$ cat src/rtl/i2c_eeprom_slave.sv
module i2c_eeprom_slave #(
  parameter int          ADDR_W      = 13,
  parameter int          MEM_AW      = 8,
  parameter int          FILT_CYCLES = 5,
  parameter logic [3:0]  FAMILY      = 4'b1010
) (
  input  logic              clk,
  input  logic              rst_n,
  input  logic              scl_i,
  input  logic              sda_i,
  output logic              sda_oe,
  input  logic [2:0]        strap,
  input  logic              prog_busy,
  output logic              wr_stb,
  output logic [ADDR_W-1:0] wr_addr,
  output logic [7:0]        wr_data,
  output logic              prog_start
);
  localparam int HI_W  = ADDR_W - 8;
  localparam int FC_W  = $clog2(FILT_CYCLES + 1);
  localparam int DEPTH = 1 << MEM_AW;

  typedef enum logic [2:0] {S_IDLE, S_DEV, S_AH, S_AL, S_WR, S_RD} st_t;

  // line index 1 = SCL, 0 = SDA
  logic [1:0]      m1, m2, filt, filt_q;
  logic [FC_W-1:0] fcnt [2];

  always_ff @(posedge clk or negedge rst_n) begin
    if (!rst_n) begin
      m1 <= 2'b11; m2 <= 2'b11; filt <= 2'b11; filt_q <= 2'b11;
      for (int i = 0; i < 2; i++) fcnt[i] <= '0;
    end else begin
      m1     <= {scl_i, sda_i};
      m2     <= m1;
      filt_q <= filt;
      for (int i = 0; i < 2; i++) begin
        if (m2[i] == filt[i]) fcnt[i] <= '0;
        else if (fcnt[i] == FC_W'(FILT_CYCLES - 1)) begin
          filt[i] <= m2[i];
          fcnt[i] <= '0;
        end else fcnt[i] <= fcnt[i] + 1'b1;
      end
    end
  end

  wire scl_f   = filt[1];
  wire sda_f   = filt[0];
  wire scl_q   = filt_q[1];
  wire sda_q   = filt_q[0];
  wire start_c = scl_f & scl_q & sda_q & ~sda_f;
  wire stop_c  = scl_f & scl_q & ~sda_q & sda_f;
  wire rise    = scl_f & ~scl_q;
  wire fall    = ~scl_f & scl_q;

  st_t             st;
  logic [3:0]      bitcnt;
  logic            in_ack, rw, mnack, wrote;
  logic [7:0]      sr, tx;
  logic [HI_W-1:0] ahi;
  logic [ADDR_W-1:0] cnt;
  logic [7:0]      mem [DEPTH];

  wire [7:0] rd_data   = mem[cnt[MEM_AW-1:0]];
  wire       dev_hit   = (sr[7:1] == {FAMILY, strap});
  wire       byte_done = fall & ~in_ack & (bitcnt == 4'd8);
  wire       mem_we    = byte_done & (st == S_WR);

  always_ff @(posedge clk) begin
    if (mem_we) mem[cnt[MEM_AW-1:0]] <= sr;
  end

  always_ff @(posedge clk or negedge rst_n) begin
    if (!rst_n) begin
      st <= S_IDLE; bitcnt <= '0; in_ack <= 1'b0; rw <= 1'b0; mnack <= 1'b0;
      wrote <= 1'b0; sr <= '0; tx <= '0; ahi <= '0; cnt <= '0;
      sda_oe <= 1'b0; wr_stb <= 1'b0; wr_addr <= '0; wr_data <= '0; prog_start <= 1'b0;
    end else begin
      wr_stb     <= 1'b0;
      prog_start <= 1'b0;
      if (start_c) begin
        st <= S_DEV; bitcnt <= '0; in_ack <= 1'b0; sda_oe <= 1'b0;
      end else if (stop_c) begin
        st <= S_IDLE; in_ack <= 1'b0; sda_oe <= 1'b0;
        prog_start <= wrote; wrote <= 1'b0;
      end else if (rise) begin
        if (st == S_RD) begin
          if (in_ack) mnack <= sda_f;
          else        bitcnt <= bitcnt + 1'b1;
        end else if (st != S_IDLE && !in_ack && bitcnt < 4'd8) begin
          sr     <= {sr[6:0], sda_f};
          bitcnt <= bitcnt + 1'b1;
        end
      end else if (fall) begin
        if (st == S_RD) begin
          if (in_ack) begin
            in_ack <= 1'b0;
            if (mnack) begin
              st <= S_IDLE; sda_oe <= 1'b0;
            end else begin
              tx <= rd_data << 1; sda_oe <= ~rd_data[7]; bitcnt <= '0;
            end
          end else if (bitcnt == 4'd8) begin
            sda_oe <= 1'b0; in_ack <= 1'b1; cnt <= cnt + 1'b1;
          end else begin
            sda_oe <= ~tx[7]; tx <= tx << 1;
          end
        end else if (st != S_IDLE) begin
          if (in_ack) begin
            in_ack <= 1'b0; bitcnt <= '0;
            if (st == S_DEV && rw) begin
              st <= S_RD; tx <= rd_data << 1; sda_oe <= ~rd_data[7];
            end else begin
              sda_oe <= 1'b0;
              case (st)
                S_DEV:   st <= S_AH;
                S_AH:    st <= S_AL;
                S_AL:    st <= S_WR;
                default: st <= st;
              endcase
            end
          end else if (bitcnt == 4'd8) begin
            case (st)
              S_DEV: begin
                if (dev_hit && !prog_busy) begin
                  sda_oe <= 1'b1; in_ack <= 1'b1; rw <= sr[0];
                end else st <= S_IDLE;
              end
              S_AH: begin
                ahi <= sr[HI_W-1:0]; sda_oe <= 1'b1; in_ack <= 1'b1;
              end
              S_AL: begin
                cnt <= {ahi, sr}; sda_oe <= 1'b1; in_ack <= 1'b1;
              end
              S_WR: begin
                wr_stb <= 1'b1; wr_addr <= cnt; wr_data <= sr; cnt <= cnt + 1'b1;
                wrote <= 1'b1; sda_oe <= 1'b1; in_ack <= 1'b1;
              end
              default: ;
            endcase
          end
        end
      end
    end
  end

  p_oe_scl_low_r9: assert property (@(posedge clk) disable iff (!rst_n)
    !$stable(sda_oe) |-> (!$past(scl_f) || $past(start_c) || $past(stop_c)));

  p_busy_nack_r6: assert property (@(posedge clk) disable iff (!rst_n)
    (byte_done && st == S_DEV && prog_busy) |=> (!sda_oe && st == S_IDLE));

  p_mismatch_r2: assert property (@(posedge clk) disable iff (!rst_n)
    (byte_done && st == S_DEV && sr[7:1] != {FAMILY, strap}) |=> (!sda_oe && st == S_IDLE));

  p_wr_inc_r3: assert property (@(posedge clk) disable iff (!rst_n)
    wr_stb |-> (cnt == wr_addr + 1'b1));

  p_rd_inc_r4: assert property (@(posedge clk) disable iff (!rst_n)
    (st == S_RD && fall && !in_ack && bitcnt == 4'd8) |=> (cnt == $past(cnt) + 1'b1));

  p_pstart_stop_r7: assert property (@(posedge clk) disable iff (!rst_n)
    prog_start |-> $past(stop_c));
endmodule

$ cat config.mk
export PLATFORM = sky130hd
export DESIGN_NAME = i2c_eeprom_slave
export DESIGN_NICKNAME = d
export VERILOG_FILES = /design/src/rtl/i2c_eeprom_slave.sv
export SDC_FILE = /design/constraint.sdc
export NUM_CORES = 2
export LEC_CHECK = 0
export BUFFER_PORTS_ARGS = -buffer_cell sky130_fd_sc_hd__buf_4
export CAP_MARGIN = 20
export CORE_MARGIN = 10
export CORE_UTILIZATION = 40
export CTS_CLUSTER_DIAMETER = 60
export DETAILED_ROUTE_END_ITERATION = 8
export MAX_ROUTING_LAYER = met4
export SETUP_SLACK_MARGIN = 0.1
export SKIP_LAST_GASP = 1
export SLEW_MARGIN = 5
export SYNTH_ARGS = -nofsm -noshare
export SYNTH_HDL_FRONTEND = slang
export SYNTH_SLANG_ARGS = --single-unit
$ cat constraint.sdc
create_clock -name clk -period 15 [get_ports clk]
set_clock_uncertainty 0.15 [all_clocks]
set_input_delay 3 -clock clk [delete_from_list [all_inputs] [get_ports clk]]
set_output_delay 3 -clock clk [all_outputs]
set_load 0.01 [all_outputs]
==> impl_metrics.csv <==
group,metric,value,unit
layout,stdcell_area,93900,um2
drt,drtPass1Iterations,8,
synthesis,yosysUniqueCellTypes,68,
floorplan,num_io_pins,32,
synthesis,synth_top_cell_by_area,"edfxtp_1",
global_route,grt_busiest_layer,"met2",
global_route,grt_pass1_wl,305,mm
synthesis,ys_warn_count,0,
setup_path,critPathLaunchType,"flip-flop",
sta,fin_tns_setup,0,ns
synthesis,synth_most_common_cell,"edfxtp_1",
flow_run,maxCapViolCount,0,
placement,place_area,86600,um2
clocking,cts_resized,0,
placement,io_buffers,31,
setup_path,crit_buf_inv,4,
setup_path,cp_data_required_time,15.54,ns
sta,hold_viol,0,
drt,drt_iter0_drc,5070,
sta,maxSlewHeadroom,0.219,
clocking,cts_num_sinks,2130,
sta,maxSlewViolCount,0,
power,vdd_drop_max,0.0975,mV
sta,rsz0062_at_grt,"false",
synthesis,syn_nets,3920,
setup_path,critPathKind,"flip-flop to flip-flop",
worst_hold_path,hold_path_class,"flip-flop to flip-flop",
clocking,cts_tree,"done",
clocking,cts.clk_slew.worst_paths,0.06,ns
drt,routed-via-count,40366,
sta,worstMarginPinSlew,1.17,ns
floorplan,die_h,476,um
power,power_leakage,28.3,nW
synthesis,yosysSeqAreaShare,0.763,
global_route,grt_use_met1,0.260,
sta,fin_crit_sh,0.392,
floorplan,fp.dieW,476,um
placement,dp_cells,6587,
global_route,use_met3,0.0367,
synthesis,yosysTopAreaCellShare,0.739,
floorplan,num_rows,167,
clocking,cts-hold-fix-buffers,0,
clocking,postCtsSetupRepairBufs,0,
global_route,antenna_found_initial,6,
floorplan,die_area,227000,um2
clocking,root_buffer,"clkbuf_16",
drt,vias_per_cell,5.77,
floorplan,start_util,0.402,
setup_path,cp_common_cell,"buf_4",
layout,area_growth,12.8,%
setup_path,crit_family,"buffers and inverters",
clocking,clock_tree.buffer_depth,3,
placement,dp_hpwl,124,mm
setup_path,crit_path_end_kind,"flip-flop",
setup_path,slowest_delay,0.86,ns
synthesis,synth_area,83300,um2
synthesis,synth.avg_cell_area,21.3,um2
outcome,status,"finished clean",
setup_path,cp.arrival,6.42,ns
layout,fillers,17156,
layout,fin_nets,4042,
global_route,overflow,0,
synthesis,syn_inst,3902,
synthesis,synth_common_cells,"edfxtp_1 (2,048), mux4_2 (592), nor2_1 (305), nand2_1 (170), clkbuf_1 (100)",
placement,finalWeightedCongestion,0.811,
global_route,grt_pass1_vias,40577,
clocking,numCtsBuffers,213,
drt,routed_wl,210,mm
sta,fmax,170,MHz
synthesis,synth_ff_type,"edfxtp_1",
sta,setup_viol,0,
drt,drc,0,
setup_path,path_max_fanout,49,
synthesis,synthArstFlopShare,0.0385,
clocking,clk_latency,0.87,ns
drt,wl_per_cell,30.1,um
global_route,grt_max_degree,123,
global_route,gr-usage-met2,0.282,
synthesis,yosys-top-cells-area,"edfxtp_1 (74%), mux4_2 (16%), dfrtp_1 (2.2%), nor2_1 (1.4%), nand2_1 (0.77%)",
drt,final_antenna_net_count,0,
power,power_density,127,nW/um2
setup_path,crit_slowest_cell,"dfrtp_4",
floorplan,coreArea,207000,um2
setup_path,path_cells,"buf_4, buf_4, buf_4, mux4_2, mux4_2, inv_1, o22ai_1, nor4_1, a221oi_1",
clocking,h-tree-depth,4,
sta,period_minus_slack,5.88,ns
synthesis,synth-seq-cells,2130,
setup_path,r2r_slack,9.12,ns
synthesis,synth-edff-count,2048,
global_route,grt.total_usage,0.187,
layout,drive_above_1_share,0.259,
layout,fin_cells,6997,
## state kept, by name, indices dropped and copies added (netlist names), 5 cells and up
name     cells
ahi          5
mem       2048
sr           8
cnt         13
tx           7
fcnt         6
wr_data      8
wr_addr     13
## final cells by class
cell class | count | area (um2) | area share
tap | 2788 | 3490 | 0.0371
multi-input combinational | 1532 | 18500 | 0.197
clock buffer | 261 | 5580 | 0.0594
timing repair buffer | 130 | 1130 | 0.0121
sequential | 2130 | 63600 | 0.677
antenna | 4 | 10.0 | 0.000107
inverter | 17 | 63.8 | 0.000680
clock inverter | 135 | 1550 | 0.0165
## report_power, final
part | switching [mW] | internal, mW
Combinational | 0.0355 | 0.0226
Clock | 2.29 | 3.12
Sequential | 0.0175 | 6.45
Total | 2.35 | 9.59
## cell usage in the layout (no fill, tap or decap), drive strengths merged, types with 8 or more instances in the layout
cell type	instances
nor2b	20
mux2	23
mux2i	58
buf	130
ha	10
a22oi	49
nand2	170
nor2	305
a32oi	12
nor3	18
o21ai	29
clkinv	94
nand2b	10
inv	22
clkbuf	261
dfrtp	74
bufinv	27
a21oi	56
nand3	64
o22ai	16
dfstp	8
edfxtp	2048
clkinvlp	9
mux4	592
## kinds of logic after synthesis
kind of cell,synth area share
buffers and inverters,0.0151
and+or+nand+nor,0.0325
AOI/OAI and AO/OA,0.0167
xor gates and xnor gates,0.000631
muxes,0.170
DFF,0.763
adders and majority gates,0.00150
## path summary, 6_finish.rpt
kind                       endpoint    from  cells after the start
max in group asynchronous    cnt[3]   rst_n                      2
min in group asynchronous     sr[4]   rst_n                      1
min reg2reg                   m2[0]   m1[0]                      0
max                           tx[7]  cnt[1]                      9
max reg2reg                   tx[7]  cnt[1]                      9
min                           m2[0]   m1[0]                      0
## worst reg2reg max path, stage by stage (launching register included)
cell	delay, ns
dfrtp_4	0.86
buf_4	0.79
buf_4	0.78
buf_4	0.84
mux4_2	0.44
mux4_2	0.46
inv_1	0.11
o22ai_1	0.23
nor4_1	0.86
a221oi_1	0.18
## per-stage QoR
stage	hold slack [ns]	utilization	total power, mW	worst slack [ns]
after floorplan	0.195	-	6.62	9.93
after global placement	0.201	0.418	6.64	8.95
after detailed placement	0.200	0.418	6.65	9.09
after CTS	0.211	0.453	12.0	9.08
after global routing	0.211	0.453	12.3	8.74
final	0.208	0.453	11.9	9.12
## routing by layer
metal  up-vias  routed length (um)  part of all wire
li1      16470                   -                 -
met1     21755               87600              0.42
met2      1741               98800              0.47
met3       400               17200             0.082
met4         0                6910             0.033
met5         -                   0                 0
Power figures use the tool's default switching activity.
